===== config.mk =====
export PLATFORM = sky130hd
export DESIGN_NAME = sc_uart
export DESIGN_NICKNAME = d
export VERILOG_FILES = /design/src/rtl/sc_uart_pkg.sv /design/src/rtl/sc_baud_gen.sv /design/src/rtl/sc_uart_tx.sv /design/src/rtl/sc_uart_rx.sv /design/src/rtl/sc_uart.sv
export SDC_FILE = /design/constraint.sdc
export NUM_CORES = 1
export LEC_CHECK = 0
export CAP_MARGIN = 20
export CORE_ASPECT_RATIO = 0.6
export CORE_MARGIN = 3
export CORE_UTILIZATION = 50
export DETAILED_ROUTE_END_ITERATION = 7
export PLACE_DENSITY = 0.82
export SLEW_MARGIN = 20
export SYNTH_ARGS = -nofsm -noshare
export SYNTH_HDL_FRONTEND = slang
export SYNTH_SLANG_ARGS = --single-unit
export TNS_END_PERCENT = 1

===== constraint.sdc =====
create_clock -name clk -period 1.6 [get_ports clk]
set_input_delay 0.24 -clock clk [delete_from_list [all_inputs] [get_ports clk]]
set_output_delay 0.24 -clock clk [all_outputs]
set_load 0.02 [all_outputs]

===== src/rtl/sc_uart_pkg.sv =====
// Shared constants and helpers for the smart-card UART.
// Assumes a fixed 16x oversampling and a three-point vote around mid-bit.
package sc_uart_pkg;
    localparam int OSR   = 16;
    localparam int OSR_W = $clog2(OSR);
    localparam int SMP_A = 7;
    localparam int SMP_B = 8;
    localparam int SMP_C = 9;

    // Two-of-three vote.
    function automatic logic maj3(input logic a, input logic b, input logic c);
        return (a & b) | (a & c) | (b & c);
    endfunction
endpackage


===== src/rtl/sc_baud_gen.sv =====
// Oversampling tick generator.
// Emits one-cycle os_tick every (div_n+1) source ticks; the source is clk
// itself or a synchronised rising edge of ext_clk. Assumes ext_clk is slower
// than clk/2.
module sc_baud_gen #(
    parameter int DIV_W = 8
) (
    input  logic             clk,
    input  logic             rst_n,
    input  logic             src_sel,
    input  logic             ext_clk,
    input  logic [DIV_W-1:0] div_n,
    output logic             os_tick
);
    logic [2:0]       ext_q;
    logic [DIV_W-1:0] cnt;
    logic             src_tick;

    // Synchronise the external source and keep one stage for edge detection.
    always_ff @(posedge clk) begin
        if (!rst_n) ext_q <= '0;
        else        ext_q <= {ext_q[1:0], ext_clk};
    end

    assign src_tick = src_sel ? (ext_q[1] & ~ext_q[2]) : 1'b1;

    // Count source ticks and pulse os_tick when the count reaches div_n.
    always_ff @(posedge clk) begin
        if (!rst_n) begin
            cnt     <= '0;
            os_tick <= 1'b0;
        end else begin
            os_tick <= 1'b0;
            if (src_tick) begin
                if (cnt == div_n) begin
                    cnt     <= '0;
                    os_tick <= 1'b1;
                end else begin
                    cnt <= cnt + 1'b1;
                end
            end
        end
    end

    // with a divider above zero, ticks are never back to back.
    a_r1_tick_spacing: assert property (@(posedge clk) disable iff (!rst_n)
        (os_tick && div_n != '0) |=> !os_tick);
endmodule


===== src/rtl/sc_uart_tx.sv =====
// Transmit engine: one holding register plus a frame shift register.
// Builds start/data/parity/stop levels for the direct or inverse convention,
// pulses tx_irq at the end of the first stop bit and samples the receive
// line there for a far-end error. Assumes STOP_BITS >= 2.
module sc_uart_tx
    import sc_uart_pkg::*;
#(
    parameter int DW        = 8,
    parameter int STOP_BITS = 2
) (
    input  logic          clk,
    input  logic          rst_n,
    input  logic          os_tick,
    input  logic          tx_en,
    input  logic          inverse,
    input  logic          load,
    input  logic [DW-1:0] load_data,
    input  logic          rxd_s,
    output logic          tx_line,
    output logic          tx_empty,
    output logic          tx_irq,
    output logic          tx_nack
);
    localparam int NBITS   = DW + 2 + STOP_BITS;
    localparam int BI_W    = $clog2(NBITS);
    localparam int ACK_BIT = DW + 2;

    logic [DW-1:0]    hold_q;
    logic [NBITS-1:0] frame_d, shreg;
    logic [BI_W-1:0]  bi;
    logic [OSR_W-1:0] sc;
    logic             busy;

    // Assemble the line levels of a whole character from the held byte.
    always_comb begin
        frame_d    = '1;
        frame_d[0] = 1'b0;
        for (int i = 0; i < DW; i++)
            frame_d[1+i] = inverse ? ~hold_q[DW-1-i] : hold_q[i];
        frame_d[DW+1] = inverse ? ~(^hold_q) : (^hold_q);
    end

    // Holding register, start decision, bit stepping and far-end error sampling.
    always_ff @(posedge clk) begin
        if (!rst_n) begin
            hold_q   <= '0;
            shreg    <= '1;
            bi       <= '0;
            sc       <= '0;
            busy     <= 1'b0;
            tx_empty <= 1'b1;
            tx_irq   <= 1'b0;
            tx_nack  <= 1'b0;
        end else begin
            tx_irq <= 1'b0;
            if (!busy && tx_en && !tx_empty) begin
                shreg    <= frame_d;
                busy     <= 1'b1;
                bi       <= '0;
                sc       <= '0;
                tx_empty <= 1'b1;
                tx_nack  <= 1'b0;
            end else if (busy && os_tick) begin
                sc <= sc + 1'b1;
                if (sc == OSR_W'(OSR - 1)) begin
                    if (bi == BI_W'(ACK_BIT)) begin
                        tx_irq  <= 1'b1;
                        tx_nack <= ~rxd_s;
                    end
                    if (bi == BI_W'(NBITS - 1)) busy <= 1'b0;
                    else                        bi   <= bi + 1'b1;
                end
            end
            if (load) begin
                hold_q   <= load_data;
                tx_empty <= 1'b0;
            end
        end
    end

    assign tx_line = busy ? shreg[bi] : 1'b1;

    // a character starts only when enabled and the holding register is full.
    a_r2_start_needs_data: assert property (@(posedge clk) disable iff (!rst_n)
        $rose(busy) |-> ($past(tx_en) && !$past(tx_empty)));
    // the completion pulse lasts one cycle.
    a_r4_irq_single: assert property (@(posedge clk) disable iff (!rst_n)
        tx_irq |=> !tx_irq);
    // the completion pulse falls inside a character (guard stop bit follows).
    a_r4_irq_in_frame: assert property (@(posedge clk) disable iff (!rst_n)
        tx_irq |-> busy);
endmodule


===== src/rtl/sc_uart_rx.sv =====
// Receive engine: start detection, 3-point voting, deframing, error status
// and the low error signal answered on a parity failure.
// Assumes rxd_s is already synchronised and STOP_BITS >= 2.
module sc_uart_rx
    import sc_uart_pkg::*;
#(
    parameter int DW        = 8,
    parameter int STOP_BITS = 2
) (
    input  logic          clk,
    input  logic          rst_n,
    input  logic          os_tick,
    input  logic          rx_en,
    input  logic          inverse,
    input  logic          rxd_s,
    input  logic          rd,
    output logic [DW-1:0] data_q,
    output logic          rx_full,
    output logic          rx_irq,
    output logic          par_err,
    output logic          frm_err,
    output logic          ovr_err,
    output logic          err_drv
);
    localparam int NBITS      = DW + 2 + STOP_BITS;
    localparam int BI_W       = $clog2(NBITS);
    localparam int PAR_BIT    = DW + 1;
    localparam int FIRST_STOP = DW + 2;
    localparam int LAST_BIT   = NBITS - 1;

    logic [BI_W-1:0]  bi;
    logic [OSR_W-1:0] sc;
    logic [DW-1:0]    sh;
    logic             active, rxd_d, s_a, s_b;
    logic             par_acc, par_bad, stop_bad, ovr_hit;
    logic             vote, bval;

    assign vote = maj3(s_a, s_b, rxd_s);
    assign bval = inverse ? ~vote : vote;

    // Frame sequencer: detect, sample, assemble, check and hand over.
    always_ff @(posedge clk) begin
        if (!rst_n) begin
            bi <= '0; sc <= '0; sh <= '0; data_q <= '0;
            active <= 1'b0; rxd_d <= 1'b1; s_a <= 1'b1; s_b <= 1'b1;
            par_acc <= 1'b0; par_bad <= 1'b0; stop_bad <= 1'b0; ovr_hit <= 1'b0;
            rx_full <= 1'b0; rx_irq <= 1'b0; par_err <= 1'b0; frm_err <= 1'b0;
            ovr_err <= 1'b0; err_drv <= 1'b0;
        end else begin
            rx_irq <= 1'b0;
            rxd_d  <= rxd_s;
            if (rd) begin
                rx_full <= 1'b0;
                ovr_err <= 1'b0;
            end
            if (!active) begin
                err_drv <= 1'b0;
                if (rx_en && rxd_d && !rxd_s) begin
                    active   <= 1'b1;
                    sc       <= '0;
                    bi       <= '0;
                    par_acc  <= 1'b0;
                    par_bad  <= 1'b0;
                    stop_bad <= 1'b0;
                    ovr_hit  <= 1'b0;
                end
            end else if (!rx_en) begin
                active  <= 1'b0;
                err_drv <= 1'b0;
            end else if (os_tick) begin
                sc <= sc + 1'b1;
                if (sc == OSR_W'(SMP_A)) s_a <= rxd_s;
                if (sc == OSR_W'(SMP_B)) s_b <= rxd_s;
                if (sc == OSR_W'(SMP_A) && bi == BI_W'(FIRST_STOP) && par_bad)
                    err_drv <= 1'b1;
                if (sc == OSR_W'(SMP_A) && bi == BI_W'(FIRST_STOP + 1))
                    err_drv <= 1'b0;
                if (sc == OSR_W'(OSR - 1)) bi <= bi + 1'b1;
                if (sc == OSR_W'(SMP_C)) begin
                    if (bi == '0) begin
                        if (vote) active <= 1'b0;
                    end else if (bi <= BI_W'(DW)) begin
                        sh      <= inverse ? {sh[DW-2:0], bval} : {bval, sh[DW-1:1]};
                        par_acc <= par_acc ^ bval;
                    end else if (bi == BI_W'(PAR_BIT)) begin
                        par_bad <= par_acc ^ bval;
                    end else if (!vote) begin
                        stop_bad <= 1'b1;
                    end
                    if (bi == BI_W'(LAST_BIT - 1) && rx_full && !rd) begin
                        ovr_hit <= 1'b1;
                        ovr_err <= 1'b1;
                    end
                    if (bi == BI_W'(LAST_BIT)) begin
                        active <= 1'b0;
                        if (!ovr_hit) begin
                            data_q  <= sh;
                            rx_full <= 1'b1;
                            rx_irq  <= 1'b1;
                            par_err <= par_bad;
                            frm_err <= stop_bad | ~vote;
                        end
                    end
                end
            end
        end
    end

    // a character is only entered while reception is enabled.
    a_r5_start_enabled: assert property (@(posedge clk) disable iff (!rst_n)
        $rose(active) |-> $past(rx_en));
    // the error signal is driven only within a character.
    a_r7_drive_in_frame: assert property (@(posedge clk) disable iff (!rst_n)
        err_drv |-> active);
    // overrun can only be raised while unread data is held.
    a_r9_ovr_needs_full: assert property (@(posedge clk) disable iff (!rst_n)
        $rose(ovr_err) |-> $past(rx_full));
    // a read empties the register unless a character lands at once.
    a_r12_read_clears: assert property (@(posedge clk) disable iff (!rst_n)
        rd |=> (!rx_full || rx_irq));
endmodule


===== src/rtl/sc_uart.sv =====
// Smart-card UART top: divider, receive synchroniser, transmit and receive
// engines. The receive engine's error signal is ANDed onto txd (active low).
// Assumes a half-duplex link: software keeps rx_en low while sending.
module sc_uart #(
    parameter int DIV_W     = 8,
    parameter int DW        = 8,
    parameter int STOP_BITS = 2
) (
    input  logic             clk,
    input  logic             rst_n,
    input  logic             clk_sel,
    input  logic             ext_clk,
    input  logic [DIV_W-1:0] div_n,
    input  logic             inverse,
    input  logic             tx_en,
    input  logic             rx_en,
    input  logic             tx_wr,
    input  logic [DW-1:0]    tx_wdata,
    output logic             tx_empty,
    output logic             tx_irq,
    output logic             tx_nack,
    input  logic             rx_rd,
    output logic [DW-1:0]    rx_rdata,
    output logic             rx_full,
    output logic             rx_irq,
    output logic             par_err,
    output logic             frm_err,
    output logic             ovr_err,
    output logic             err_sum,
    input  logic             rxd,
    output logic             txd
);
    logic [1:0] rxd_q;
    logic       os_tick, tx_line, err_drv;

    // Two-stage synchroniser for the serial input, idle high.
    always_ff @(posedge clk) begin
        if (!rst_n) rxd_q <= 2'b11;
        else        rxd_q <= {rxd_q[0], rxd};
    end

    sc_baud_gen #(.DIV_W(DIV_W)) i_baud (
        .clk(clk), .rst_n(rst_n), .src_sel(clk_sel), .ext_clk(ext_clk),
        .div_n(div_n), .os_tick(os_tick)
    );

    sc_uart_tx #(.DW(DW), .STOP_BITS(STOP_BITS)) i_tx (
        .clk(clk), .rst_n(rst_n), .os_tick(os_tick), .tx_en(tx_en),
        .inverse(inverse), .load(tx_wr), .load_data(tx_wdata), .rxd_s(rxd_q[1]),
        .tx_line(tx_line), .tx_empty(tx_empty), .tx_irq(tx_irq), .tx_nack(tx_nack)
    );

    sc_uart_rx #(.DW(DW), .STOP_BITS(STOP_BITS)) i_rx (
        .clk(clk), .rst_n(rst_n), .os_tick(os_tick), .rx_en(rx_en),
        .inverse(inverse), .rxd_s(rxd_q[1]), .rd(rx_rd), .data_q(rx_rdata),
        .rx_full(rx_full), .rx_irq(rx_irq), .par_err(par_err), .frm_err(frm_err),
        .ovr_err(ovr_err), .err_drv(err_drv)
    );

    assign txd     = tx_line & ~err_drv;
    assign err_sum = ovr_err | frm_err | par_err;
endmodule


==> results of run 1 <==
cell families after synthesis:
kind of cell / count (synthesis)
compound gates: 68
xor+xnor: 34
fa+ha+maj: 11
buf+inv: 32
flops: 82
mux: 31
simple gates: 161
registers in the layout, indices dropped and copies added, names as in the netlist, 2 cells and up:
| signal | flops |
|---|---|
| i_rx.sc | 4 |
| i_tx.shreg | 10 |
| i_baud.ext_q | 3 |
| i_tx.sc | 4 |
| i_baud.cnt | 8 |
| i_tx.bi | 4 |
| i_rx.bi | 4 |
| i_rx.data_q | 8 |
| i_rx.sh | 8 |
| rxd_q | 2 |
| i_tx.hold_q | 8 |
stage by stage:
stage / hold slack, ps / utilization, % / setup TNS, ps / total power [uW] / instances
after global placement: 390 / 66.3 / -7270 / 2500 / 589
final: 342 / 72.2 / -1060 / 4580 / 605
after CTS: 419 / 71.1 / -1040 / 4610 / 605
after detailed placement: 401 / 66.3 / -8690 / 2520 / 589
after global routing: 357 / 72.2 / -2220 / 4730 / 605
after floorplan: 341 / - / -0.751 / 2360 / 419
final timing paths:
path / cells after the start / end / slack (ps) / startpoint
worst min register to register: 1 / rxd_q[1]$_SDFF_PN1_ / 410 / rxd_q[0]$_SDFF_PN1_
worst max-delay path: 5 / txd / -320 / i_tx.bi[1]$_SDFFE_PP0P_
worst max register to register: 7 / i_rx.data_q[1]$_SDFFE_PN0P_ / -100 / i_rx.sc[1]$_SDFFE_PN0P_
worst min-delay path: 3 / i_rx.err_drv$_SDFFE_PN0P_ / 340 / rx_en
worst reg2reg max path: stages (launching register included):
cell and delay [ps]:
dfxtp_2 320, inv_2 70, ha_4 120, nand3b_1 180, or3_4 490, buf_8 170
mux2i_1 170, nor2_1 60
metal layers:
metal / track usage [%] / part of all wire, % / vias to the layer above
met4: 6.49 / 0.88 / 0
li1: - / - / 1605
met3: 7.62 / 7.5 / 9
met2: 34.5 / 43 / 113
met5: 0 / 0 / -
met1: 31.1 / 49 / 1558
synthesized netlist by cell type, drive strengths merged (3+ instances only):
cell    number
dfxtp       82
nor2        64
nand2       37
mux2i       28
xor2        19
o21ai       18
xnor2       15
a211oi      11
a21oi       11
clkbuf      11
ha          11
inv         11
buf         10
nand3       10
o211ai       8
nor3         7
nand2b       6
nand4        6
nor2b        6
and2         5
a22oi        4
a31oi        4
and3         4
nand3b       4
o21a         3
o311ai       3
power by group:
group	internal, uW	leakage, uW	switching [uW]
sequential	2090	0.000669	42.7
clock	1290	0.000145	811
combinational	183	0.00128	166
area by class of cell:
cell class                      instances  area [sq um]  area share [%]
Inverter                               11          41.3           0.818
Timing Repair Buffer                   91           835            16.5
Sequential cell                        82          1650            32.7
Clock inverter                          4          50.0           0.991
Tap cell                              100           125            2.48
Multi-Input combinational cell        305          2090            41.4
Clock buffer                           12           256            5.08
timing repair:
item,4_1_cts,5_1_grt
resized for setup,19,22
pin swaps,11,2
setup endpoints to repair,22,28
==> impl_metrics.toml, run 1 <==
[cts]
insertion_delay_ps = 340
cts.sinks = 82
clk_path_buf_depth = 2
cts_root_buffer = "clkbuf_16"
numCtsBuffers = 9
ctsHoldBuffers = 0
cts_tree = "yes"
cts_setup_buffers = 0
path_clk_slew_ps = 60
h-tree-depth = 3

[critical_path]
max_stage_delay_ps = 510
end_kind = "output port"
start_kind = "register"
worstPathCellList = "mux4_2 -> nand2_2 -> a21o_1 -> a31oi_2 -> buf_4"
crit_slowest_cell = "mux4_2"
cp.buffers_inverters = 1
cp_top_family = "multiplexers"
critical_path_class = "register to output port"
critPathMaxFanout = 3
crit_required_ps = 1360
cp.arrival_ps = 1680

[sta]
hold_viol_final = 0
slew_headroom_pct = 66.7
rsz0062_at_grt = "yes"
fin_crit_ps = 1920
timing_worst_slew_pin_value_ps = 497
finClkSkew_ps = 6.63
setup-violations-final = 14
fin_crit_sh_pct = 120
fin_ws_ps = -325
report.final.slew_viol_count = 0
fmax_mhz = 520

[finish]
area_growth_pct = 33.4
drive_above_1_share_pct = 19.8
final_area_sq_um = 5050
layout_common_cells = "dfxtp_1 (76), nor2_1 (64), buf_4 (44)"
final_nets = 537
final_common_cell = "dfxtp_1"
num_antenna_cells = 0
fill_cells = 510

[logic_synthesis]
syn_inst = 419
yosysUniqueCellTypes = 49
synth_adder_area_share_pct = 3.64
ys_seq_area_share_pct = 43.4
synth-main-ff-cell = "dfxtp_1"
synth_area_leaders = "dfxtp_1 (43%), mux2i_1 (7.4%), nor2_1 (6.3%)"
synth-xor-area-share_pct = 7.87
yosys.area.top_type = "dfxtp_1"
postSynthAreaPerCell_sq_um = 9.04
netlist_area_sq_um = 3790
syn_nets = 456
synth_top_family_by_area = "simple AND/OR/NAND/NOR gates"
yosysWarnings = 0
async_reset_ff_share_pct = 0
ys_seq_elements = 82
synth_compound_area_share_pct = 11.7
synthMuxAreaShare_pct = 8.89
yosysTopAreaCellShare_pct = 43.4
synthSimpleGateAreaFrac_pct = 20.7
synth_edf_count = 0

[flow_run]
drv_cap = 0

[hold_path]
holdCritPathClass = "input port to register"

[power]
p_per_area_nw_per_um2 = 907
ir_drop_uv = 665
p_leak_uw = 0.00209

[place]
postPlaceCellArea_sq_um = 4640
io_buffers = 43
place_congestion = 0.913
hpwlAfterDp_mm = 6.85
post-place-ws_ps = -438

[grt]
grt_usage_pct = 22.7
grt_pass1_wl_mm = 15.5
antenna_found_initial = 0
grt_max_degree = 30
overflow = 0
grt_pass1_vias = 3134

[floorplan]
start_util_pct = 54.1
fp.dieH_um = 73.4
io_pins = 44
fp.dieArea_sq_um = 8690
rows = 23
core_sq_um = 6990
dieWidth_um = 118

[outcome]
violations = "negative setup slack"
outcome = "finished, violations left"

[detailed_routing]
wl_per_cell_um = 15.5
drt-pass1-iter-count = 4
drt_iter0_drc = 193
vias_per_cell = 5.43
vias = 3285
drt-total-wl_mm = 9.36
ant_nets = 0
remaining_drc_errors = 0
No activity file was read; power rests on OpenSTA's default activity.
==> run 2: changes to the inputs <==
--- a/config.mk
+++ b/config.mk
@@ -7,7 +7,7 @@
 export LEC_CHECK = 0
 export CAP_MARGIN = 20
 export CORE_ASPECT_RATIO = 0.6
-export CORE_MARGIN = 3
+export CORE_MARGIN = 4
 export CORE_UTILIZATION = 50
 export DETAILED_ROUTE_END_ITERATION = 7
 export PLACE_DENSITY = 0.82
==> run 2 against run 1 <==
Net effect: the run still ends with negative setup slack left; wire length shrank 3.5%; register-to-register slack gained 20 ps; clock power grew 4%; maximum frequency grew 5.1%; first-iteration DRC count grew 44%; sequential power is essentially flat; core utilization shrank 3.4 points; non-clock buffer count is the same; clock-buffer cell count shrank 1; critical path depth is the same; power grew 1.7%; largest cell class unchanged; highest routed layer unchanged.
==> impl_metrics.toml, run 2 (synthesis gave the netlist of run 1 again) <==
[outcome]
outcome = "finished, violations left"
violations = "negative setup slack"

[critical_path]
cp.buffers_inverters = 1
end_kind = "output port"
crit_slowest_cell = "mux4_2"
worstPathCellList = "mux4_2 -> nand2_1 -> a21o_1 -> a31oi_1 -> buf_4"
cp.arrival_ps = 1590
critPathMaxFanout = 3
critical_path_class = "register to output port"
cp_top_family = "multiplexers"
crit_required_ps = 1360
max_stage_delay_ps = 490
start_kind = "register"

[sta]
report.final.slew_viol_count = 0
fin_crit_sh_pct = 114
fmax_mhz = 546
hold_viol_final = 0
slew_headroom_pct = 75.6
fin_crit_ps = 1830
timing_worst_slew_pin_value_ps = 364
finClkSkew_ps = 5.38
fin_ws_ps = -231
setup-violations-final = 9
rsz0062_at_grt = "yes"

[cts]
cts_root_buffer = "clkbuf_16"
ctsHoldBuffers = 0
cts_tree = "yes"
cts_setup_buffers = 0
clk_path_buf_depth = 2
cts.sinks = 82
insertion_delay_ps = 340
path_clk_slew_ps = 60
numCtsBuffers = 9
h-tree-depth = 3

[detailed_routing]
drt-total-wl_mm = 9.03
vias_per_cell = 5.28
wl_per_cell_um = 14.8
ant_nets = 0
remaining_drc_errors = 0
drt_iter0_drc = 277
vias = 3214
drt-pass1-iter-count = 4

[floorplan]
core_sq_um = 7300
fp.dieH_um = 75.4
start_util_pct = 51.9
rows = 24
dieWidth_um = 120
io_pins = 44
fp.dieArea_sq_um = 9070

[finish]
regMostFlops = "i_tx.shreg"
final_common_cell = "dfxtp_1"
largest_reg_flops = 10
final_nets = 537
area_growth_pct = 32.7
num_antenna_cells = 0
layout_common_cells = "dfxtp_1 (77), nor2_1 (62), buf_4 (45)"
drive_above_1_share_pct = 18.2

[grt]
overflow = 0
grt_max_degree = 36
grt_pass1_vias = 3224
antenna_found_initial = 0
grt_usage_pct = 21.1
grt_pass1_wl_mm = 15.0

[place]
hpwlAfterDp_mm = 6.58
place_congestion = 0.957
post-place-ws_ps = -334
io_buffers = 43

[power]
ir_drop_uv = 480
p_per_area_nw_per_um2 = 927
power.total_uw = 4660
p_leak_uw = 0.00209

[hold_path]
holdCritPathClass = "register to register"

[flow_run]
drv_cap = 0
==> run 2: cell type report <==
cell class,instances,area (sq um)
multi-input cells,305,2060
well taps,104,130
repair buffers,91,818
inverters,11,41.3
clock buffers,11,243
fillers,571,2270
flip-flops and latches,82,1650
clock inverters,5,77.6
==> run 2: timing repair <==
| item | in CTS | in global routing |
|---|---|---|
| resized for setup | 14 | 16 |
| pin swaps | 15 | 3 |
| endpoints found under the hold margin | 0 | 0 |
| endpoints found under the setup margin | 21 | 29 |
==> run 2: stage by stage <==
stage	instances	TNS (ps)	hold slack (ps)	area [sq um]	utilization, %
3_3_place_gp	593	-5570	392	4630	63.5
3_5_place_dp	593	-6270	397	4630	63.5
4_1_cts	609	-1120	411	4970	68.1
5_1_grt	609	-2150	433	5020	68.9
2_1_floorplan	419	-0.751	341	3790	-
6_report	609	-442	407	5020	68.9
==> run 2: final timing paths <==
path	slack, ps	cells past startpoint	to	startpoint
setup / recovery	-230	5	txd	i_tx.bi[1]$_SDFFE_PP0P_
hold / removal	410	1	rxd_q[1]$_SDFF_PN1_	rxd_q[0]$_SDFF_PN1_
setup reg to reg	-80	8	i_rx.sh[0]$_SDFFE_PN0P_	i_rx.bi[0]$_SDFFE_PN0P_
hold reg to reg	410	1	rxd_q[1]$_SDFF_PN1_	rxd_q[0]$_SDFF_PN1_
==> run 2: where the power goes <==
part           internal (uW)  switching, uW
Sequential              2080           44.2
Clock                   1400            784
Combinational            178            166
Total                   3670            994
==> run 2: per-layer routing <==
layer	up-vias	GRT usage, %	routed length, um
met5	-	0	0
met1	1504	28.0	4360
met3	17	6.08	467
met2	85	33.5	4060
met4	0	7.79	143
li1	1608	-	-
